[config.mk]
export PLATFORM = sky130hd
export DESIGN_NAME = cfg_lock_unit
export DESIGN_NICKNAME = d
export VERILOG_FILES = /design/src/rtl/cfg_lock_pkg.sv /design/src/rtl/cfg_lock_decode.sv /design/src/rtl/cfg_lock_fsm.sv /design/src/rtl/cfg_lock_field.sv /design/src/rtl/cfg_lock_unit.sv
export SDC_FILE = /design/constraint.sdc
export NUM_CORES = 1
export LEC_CHECK = 0
export BUFFER_PORTS_ARGS = -buffer_cell sky130_fd_sc_hd__buf_2
export CAP_MARGIN = 20
export CORE_MARGIN = 2
export CORE_UTILIZATION = 35
export DETAILED_ROUTE_END_ITERATION = 16
export HOLD_SLACK_MARGIN = 0.15
export PLACE_DENSITY = 0.73
export SLEW_MARGIN = 15
export SYNTH_ARGS = -nofsm -noshare
export SYNTH_HDL_FRONTEND = slang
export SYNTH_SLANG_ARGS = --single-unit
export TNS_END_PERCENT = 30
[constraint.sdc]
create_clock -name clk -period 2 [get_ports clk]
set_input_delay 0.1 -clock clk [delete_from_list [all_inputs] [get_ports clk]]
set_output_delay 0.1 -clock clk [all_outputs]
set_load 0.01 [all_outputs]
[src/rtl/cfg_lock_pkg.sv]
package cfg_lock_pkg;

    typedef enum logic [1:0] {
        ST_IDLE     = 2'd0,
        ST_GOT_ONE  = 2'd1,
        ST_GOT_ZERO = 2'd2,
        ST_LOCKED   = 2'd3
    } lock_state_e;

endpackage

[src/rtl/cfg_lock_decode.sv]
module cfg_lock_decode #(
    parameter int unsigned ADDR_W    = 8,
    parameter int unsigned NPINS     = 16,
    parameter int unsigned LOCK_OFS  = 'h1C,
    parameter int unsigned FIELD_OFS = 'h00
) (
    input  logic [ADDR_W-1:0] bus_addr,
    input  logic [NPINS:0]    key_and_pat,
    input  logic              bus_word,
    input  logic              bus_wr,
    input  logic              bus_rd,
    output logic              lock_wr_hit,
    output logic              lock_rd_hit,
    output logic              field_wr_hit,
    output logic              field_rd_hit,
    output logic              word_ok,
    output logic              key_bit,
    output logic [NPINS-1:0]  pattern
);
    logic at_lock;
    logic at_field;

    always_comb begin
        at_lock      = (bus_addr == ADDR_W'(LOCK_OFS));
        at_field     = (bus_addr == ADDR_W'(FIELD_OFS));
        lock_wr_hit  = bus_wr && at_lock;
        lock_rd_hit  = bus_rd && at_lock;
        field_wr_hit = bus_wr && at_field;
        field_rd_hit = bus_rd && at_field;
        word_ok      = bus_word;
        key_bit      = key_and_pat[NPINS];
        pattern      = key_and_pat[NPINS-1:0];
    end
endmodule

[src/rtl/cfg_lock_fsm.sv]
module cfg_lock_fsm
    import cfg_lock_pkg::*;
#(
    parameter int unsigned NPINS = 16
) (
    input  logic             clk,
    input  logic             rst_n,
    input  logic             wr_hit,
    input  logic             word_ok,
    input  logic             key_bit,
    input  logic [NPINS-1:0] pattern,
    output logic [NPINS-1:0] lock_mask,
    output logic             key_active
);
    lock_state_e      state_q;
    lock_state_e      state_nx;
    logic [NPINS-1:0] pat_q;
    logic [NPINS-1:0] pat_nx;
    logic             step_one;
    logic             step_zero;
    logic             same_pat;

    always_comb begin
        step_one  = wr_hit && word_ok && key_bit;
        step_zero = wr_hit && word_ok && !key_bit;
        same_pat  = (pattern == pat_q);
        state_nx  = state_q;
        pat_nx    = pat_q;
        unique case (state_q)
            ST_IDLE: begin
                if (step_one) begin
                    state_nx = ST_GOT_ONE;
                    pat_nx   = pattern;
                end
            end
            ST_GOT_ONE: begin
                if (step_zero && same_pat) begin
                    state_nx = ST_GOT_ZERO;
                end else if (step_one) begin
                    state_nx = ST_GOT_ONE;
                    pat_nx   = pattern;
                end else if (wr_hit) begin
                    state_nx = ST_IDLE;
                end
            end
            ST_GOT_ZERO: begin
                if (step_one && same_pat) begin
                    state_nx = ST_LOCKED;
                end else if (step_one) begin
                    state_nx = ST_GOT_ONE;
                    pat_nx   = pattern;
                end else if (wr_hit) begin
                    state_nx = ST_IDLE;
                end
            end
            ST_LOCKED: begin
                state_nx = ST_LOCKED;
            end
        endcase
    end

    // state register
    always_ff @(posedge clk or negedge rst_n) begin
        if (!rst_n) begin
            state_q <= ST_IDLE;
            pat_q   <= '0;
        end else begin
            state_q <= state_nx;
            pat_q   <= pat_nx;
        end
    end

    // outputs
    always_ff @(posedge clk or negedge rst_n) begin
        if (!rst_n) begin
            lock_mask  <= '0;
            key_active <= 1'b0;
        end else begin
            if ((state_q == ST_GOT_ZERO) && (state_nx == ST_LOCKED)) begin
                lock_mask <= pat_q;
            end
            key_active <= (state_nx == ST_LOCKED);
        end
    end
endmodule

[src/rtl/cfg_lock_field.sv]
module cfg_lock_field #(
    parameter int unsigned NPINS   = 16,
    parameter int unsigned FIELD_W = 2
) (
    input  logic                     clk,
    input  logic                     rst_n,
    input  logic                     wr_en,
    input  logic [NPINS*FIELD_W-1:0] wdata,
    input  logic [NPINS-1:0]         lock_mask,
    output logic [NPINS*FIELD_W-1:0] field_q
);
    for (genvar i = 0; i < NPINS; i++) begin : g_pin
        always_ff @(posedge clk or negedge rst_n) begin
            if (!rst_n) begin
                field_q[i*FIELD_W +: FIELD_W] <= '0;
            end else if (wr_en && !lock_mask[i]) begin
                field_q[i*FIELD_W +: FIELD_W] <= wdata[i*FIELD_W +: FIELD_W];
            end
        end
    end
endmodule

[src/rtl/cfg_lock_unit.sv]
module cfg_lock_unit #(
    parameter int unsigned ADDR_W    = 8,
    parameter int unsigned DATA_W    = 32,
    parameter int unsigned NPINS     = 16,
    parameter int unsigned FIELD_W   = 2,
    parameter int unsigned LOCK_OFS  = 'h1C,
    parameter int unsigned FIELD_OFS = 'h00
) (
    input  logic                     clk,
    input  logic                     rst_n,
    input  logic [ADDR_W-1:0]        bus_addr,
    input  logic [DATA_W-1:0]        bus_wdata,
    input  logic                     bus_word,
    input  logic                     bus_wr,
    input  logic                     bus_rd,
    output logic [DATA_W-1:0]        rd_data,
    output logic [NPINS-1:0]         lock_mask,
    output logic                     key_active,
    output logic [NPINS*FIELD_W-1:0] field_q
);
    localparam int unsigned KEY_BIT    = NPINS;
    localparam int unsigned FIELD_BITS = NPINS * FIELD_W;

    logic             lock_wr_hit;
    logic             lock_rd_hit;
    logic             field_wr_hit;
    logic             field_rd_hit;
    logic             word_ok;
    logic             key_bit;
    logic [NPINS-1:0] pattern;

    cfg_lock_decode #(
        .ADDR_W(ADDR_W), .NPINS(NPINS), .LOCK_OFS(LOCK_OFS), .FIELD_OFS(FIELD_OFS)
    ) u_decode (
        .bus_addr    (bus_addr),
        .key_and_pat (bus_wdata[KEY_BIT:0]),
        .bus_word    (bus_word),
        .bus_wr      (bus_wr),
        .bus_rd      (bus_rd),
        .lock_wr_hit (lock_wr_hit),
        .lock_rd_hit (lock_rd_hit),
        .field_wr_hit(field_wr_hit),
        .field_rd_hit(field_rd_hit),
        .word_ok     (word_ok),
        .key_bit     (key_bit),
        .pattern     (pattern)
    );

    cfg_lock_fsm #(.NPINS(NPINS)) u_fsm (
        .clk       (clk),
        .rst_n     (rst_n),
        .wr_hit    (lock_wr_hit),
        .word_ok   (word_ok),
        .key_bit   (key_bit),
        .pattern   (pattern),
        .lock_mask (lock_mask),
        .key_active(key_active)
    );

    cfg_lock_field #(.NPINS(NPINS), .FIELD_W(FIELD_W)) u_field (
        .clk      (clk),
        .rst_n    (rst_n),
        .wr_en    (field_wr_hit),
        .wdata    (bus_wdata[FIELD_BITS-1:0]),
        .lock_mask(lock_mask),
        .field_q  (field_q)
    );

    always_comb begin
        rd_data = '0;
        if (lock_rd_hit) begin
            rd_data[NPINS-1:0] = lock_mask;
            rd_data[KEY_BIT]   = key_active;
        end else if (field_rd_hit) begin
            rd_data[FIELD_BITS-1:0] = field_q;
        end
    end
endmodule

==> impl_results.md <==
* Largest family of logic cells by synthesized area: multiplexers
* Max-cap violations at 0
* Pwr Total at just under 3 mW
* Clock Sinks at between 60 and 70
* DR WL met3 at roughly 460 um
* Final setup violation count at 0
* Vias in the first global route at about 2500
* Longest Clk Path Bufs at 2
* Static Leak at roughly 2.5 nW
* M1 WL at between 3000 and 4000 um
* Clock Latency Late Sink at ~330 ps
* Element type at the critical path start: primary input
* Post-route ant nets at 0
* Worst vdd ir at 0.371 mV
* Worst Setup SP: bus_addr[1]
* Synth Area in Compound Gates at 0.0654
* Initial core utilization at 0.359
* Worst reg2reg startpoint: u_fsm.pat_q[5]
* Worst Path Max Fanout at 16
* Unrepaired setup endpoints after global routing: no
* CTS buffer count at 9
* Max-Slew Margin vs Limit at 0.516
* Hold crit path type: primary input to flip-flop
* H-tree depth at 3
* Most frequent cells in the layout: buf_2 (125), dfrtp_1 (67), mux2_2 (52), dlygate4sd3_1 (34), nor2_1 (19)
* WL final at approximately 8000 um
* 1st-pass router iterations at 4
* Antenna Cells at 0
* Critical path capture point type: flip-flop
* Die width at between 90 and 100 um
* Die Height at 98.4 um
* CP endpoint: u_fsm.pat_q[2]
* Reg2reg setup slack at around 90 ps
* Register-to-Register Path Depth at 7
* Die area at between 0.009 and 0.01 mm2
* Synth warn at 0
* #FFs+latches synth at 67
* Multiplexer share of the synthesized area at 0.243
* DRC at 0
* P&R area growth vs syn at 45.4%
* Setup_tns at 0 ps
* Final hold violation count at 0
* WL met2 at 3880 um
* Vias at 2536
* GR Overflow Total at 0
* Final HPWL DP at about 5600 um
* Buffers on Ports at between 100 and 150
* Post-Syn Instances at 234
* TritonCTS clock tree: built
* Clk slew on worst S/H paths at approximately 70 ps
* Wire per inst at about 16 um
* Post-Syn Area at between 0.003 and 0.004 mm2
* Final Critical Period at 1980 ps
* Ratio of cells with drive above 1 in the final layout at 0.532
* Max Fclk at roughly 510 MHz
* Clk root buf: clkbuf_8
* GR Util All Layers at 0.170
* Sequential area share after synthesis at 0.538
* CP arrival at 2200 ps
* Largest net degree at the start of global routing at 38
* Commonest non-fill, non-tap cell in the layout: buf_2
* NumNets Final at 449
* Vias per cell at approximately 5
* Average size of a mapped cell at around 13 um2
* Status: completed
* Drt initial violations at about 100
* Max Used Layer: met4
* Tcrit/Tclk final at 0.989
* GP Congestion at around 0.76
* Rows at 34
* Top Ports at about 130
* Core area at a little under 0.009 mm2
* CP required at 2220 ps
* Worst-Margin Slew at ~730 ps
* Synth Area in Simple Gates at 0.0931
* First-pass GRT wire length at between 10000 and 15000 um
* Pwr dens at 637 mW/mm2
* Initial antenna violation count at 0
* CP Class: primary input to flip-flop
* Syn Nets at ~280
* Synth Area in XOR/XNOR at 0.0449
* Reg2reg end: u_fsm.pat_q[14]
* Synth cell types at 24
* Adder-cell share of the synthesized area at 0
* Slew Viols, Final at 0
* Clock Skew at 10.7 ps
[kinds of logic after synthesis]
kind of cell	count (synthesis)
and+or+nand+nor	53
xor gates and xnor gates	16
buffers and inverters	9
AOI/OAI and AO/OA	25
DFF	67
muxes	64
[area by class of cell]
cell class | instances | area (um2)
well taps | 108 | 135
repair buffers | 168 | 1080
clock inverters | 2 | 60.1
clock buffers | 13 | 149
fillers | 748 | 4140
flip-flops and latches | 67 | 1680
multi-input cells | 158 | 1430
[power by group]
part / internal, mW / switching, mW / leakage [nW]
clock: 0.732 / 0.478 / 0.104
combinational: 0.146 / 0.114 / 1.44
sequential: 1.39 / 0.0290 / 0.930
[cell usage after synthesis]
cell / count / area (um2)
a21oi_1: 2 / 10.0
buf_12: 1 / 20.0
dfrtp_1: 67 / 1680
xnor2_1: 16 / 140
a21oi_4: 1 / 16.3
nor3b_1: 1 / 7.51
or4b_4: 1 / 13.8
nor2b_1: 1 / 6.26
nand2_1: 3 / 11.3
clkbuf_1: 8 / 30.0
nor3_1: 2 / 10.0
mux2_2: 52 / 586
nor4_2: 1 / 12.5
nor2_1: 19 / 71.3
o21ai_0: 4 / 20.0
a22o_1: 17 / 149
a211o_1: 1 / 8.76
nand4_1: 4 / 25.0
mux2_1: 2 / 22.5
mux2_4: 10 / 150
nand3_1: 3 / 15.0
or4_4: 1 / 11.3
and3_1: 2 / 12.5
and2_1: 15 / 93.8
[worst min-delay path by stage]
stage,start,cells after the start,slack (ps),to
detailed placement,rst_n,1,200,u_field.field_q[23]
global placement,rst_n,1,200,u_field.field_q[23]
global route,bus_addr[5],4,230,u_fsm.state_q[0]
CTS,bus_addr[5],4,200,u_fsm.state_q[0]
floorplan,rst_n,0,-200,u_field.field_q[0]
finish,bus_addr[5],4,210,u_fsm.state_q[0]
[worst max-delay path, cell delays in order]
cell     delay (ps)
buf_2           100
or4_4           520
or4b_4          530
a211o_1         270
a21oi_4         140
buf_12          180
mux2_2          350
[registers in the layout, indices dropped and copies added (netlist names)]
name / flops
u_fsm.pat_q: 16
u_field.field_q: 32
u_fsm.key_active: 1
u_fsm.lock_mask: 16
u_fsm.state_q: 2
[repair_timing]
item | in CTS | in global routing
hold buffers | 34 | 0
endpoints found under the setup margin | 0 | 32
endpoints found under the hold margin | 80 | 0
gates resized for setup | 0 | 6
buffers inserted | 0 | 1
[layer usage]
| metal | vias up | GRT usage |
|---|---|---|
| met3 | 8 | 0.0365 |
| li1 | 1184 | - |
| met2 | 88 | 0.284 |
| met1 | 1256 | 0.223 |
| met5 | - | 0 |
| met4 | 0 | 0.0548 |
[metrics by stage]
stage               hold slack, ps  std cells   util  setup slack (ps)  cell area [um2]
detailed placement             204        466  0.454              -324             3940
global route                   230        516  0.523              3.70             4540
floorplan                     -196        234      -              -255             3120
CTS                            195        515  0.517              1.79             4490
global placement               195        466  0.454              -298             3940
finish                         207        516  0.523              21.1             4540
(Power assumes the default switching activity.)
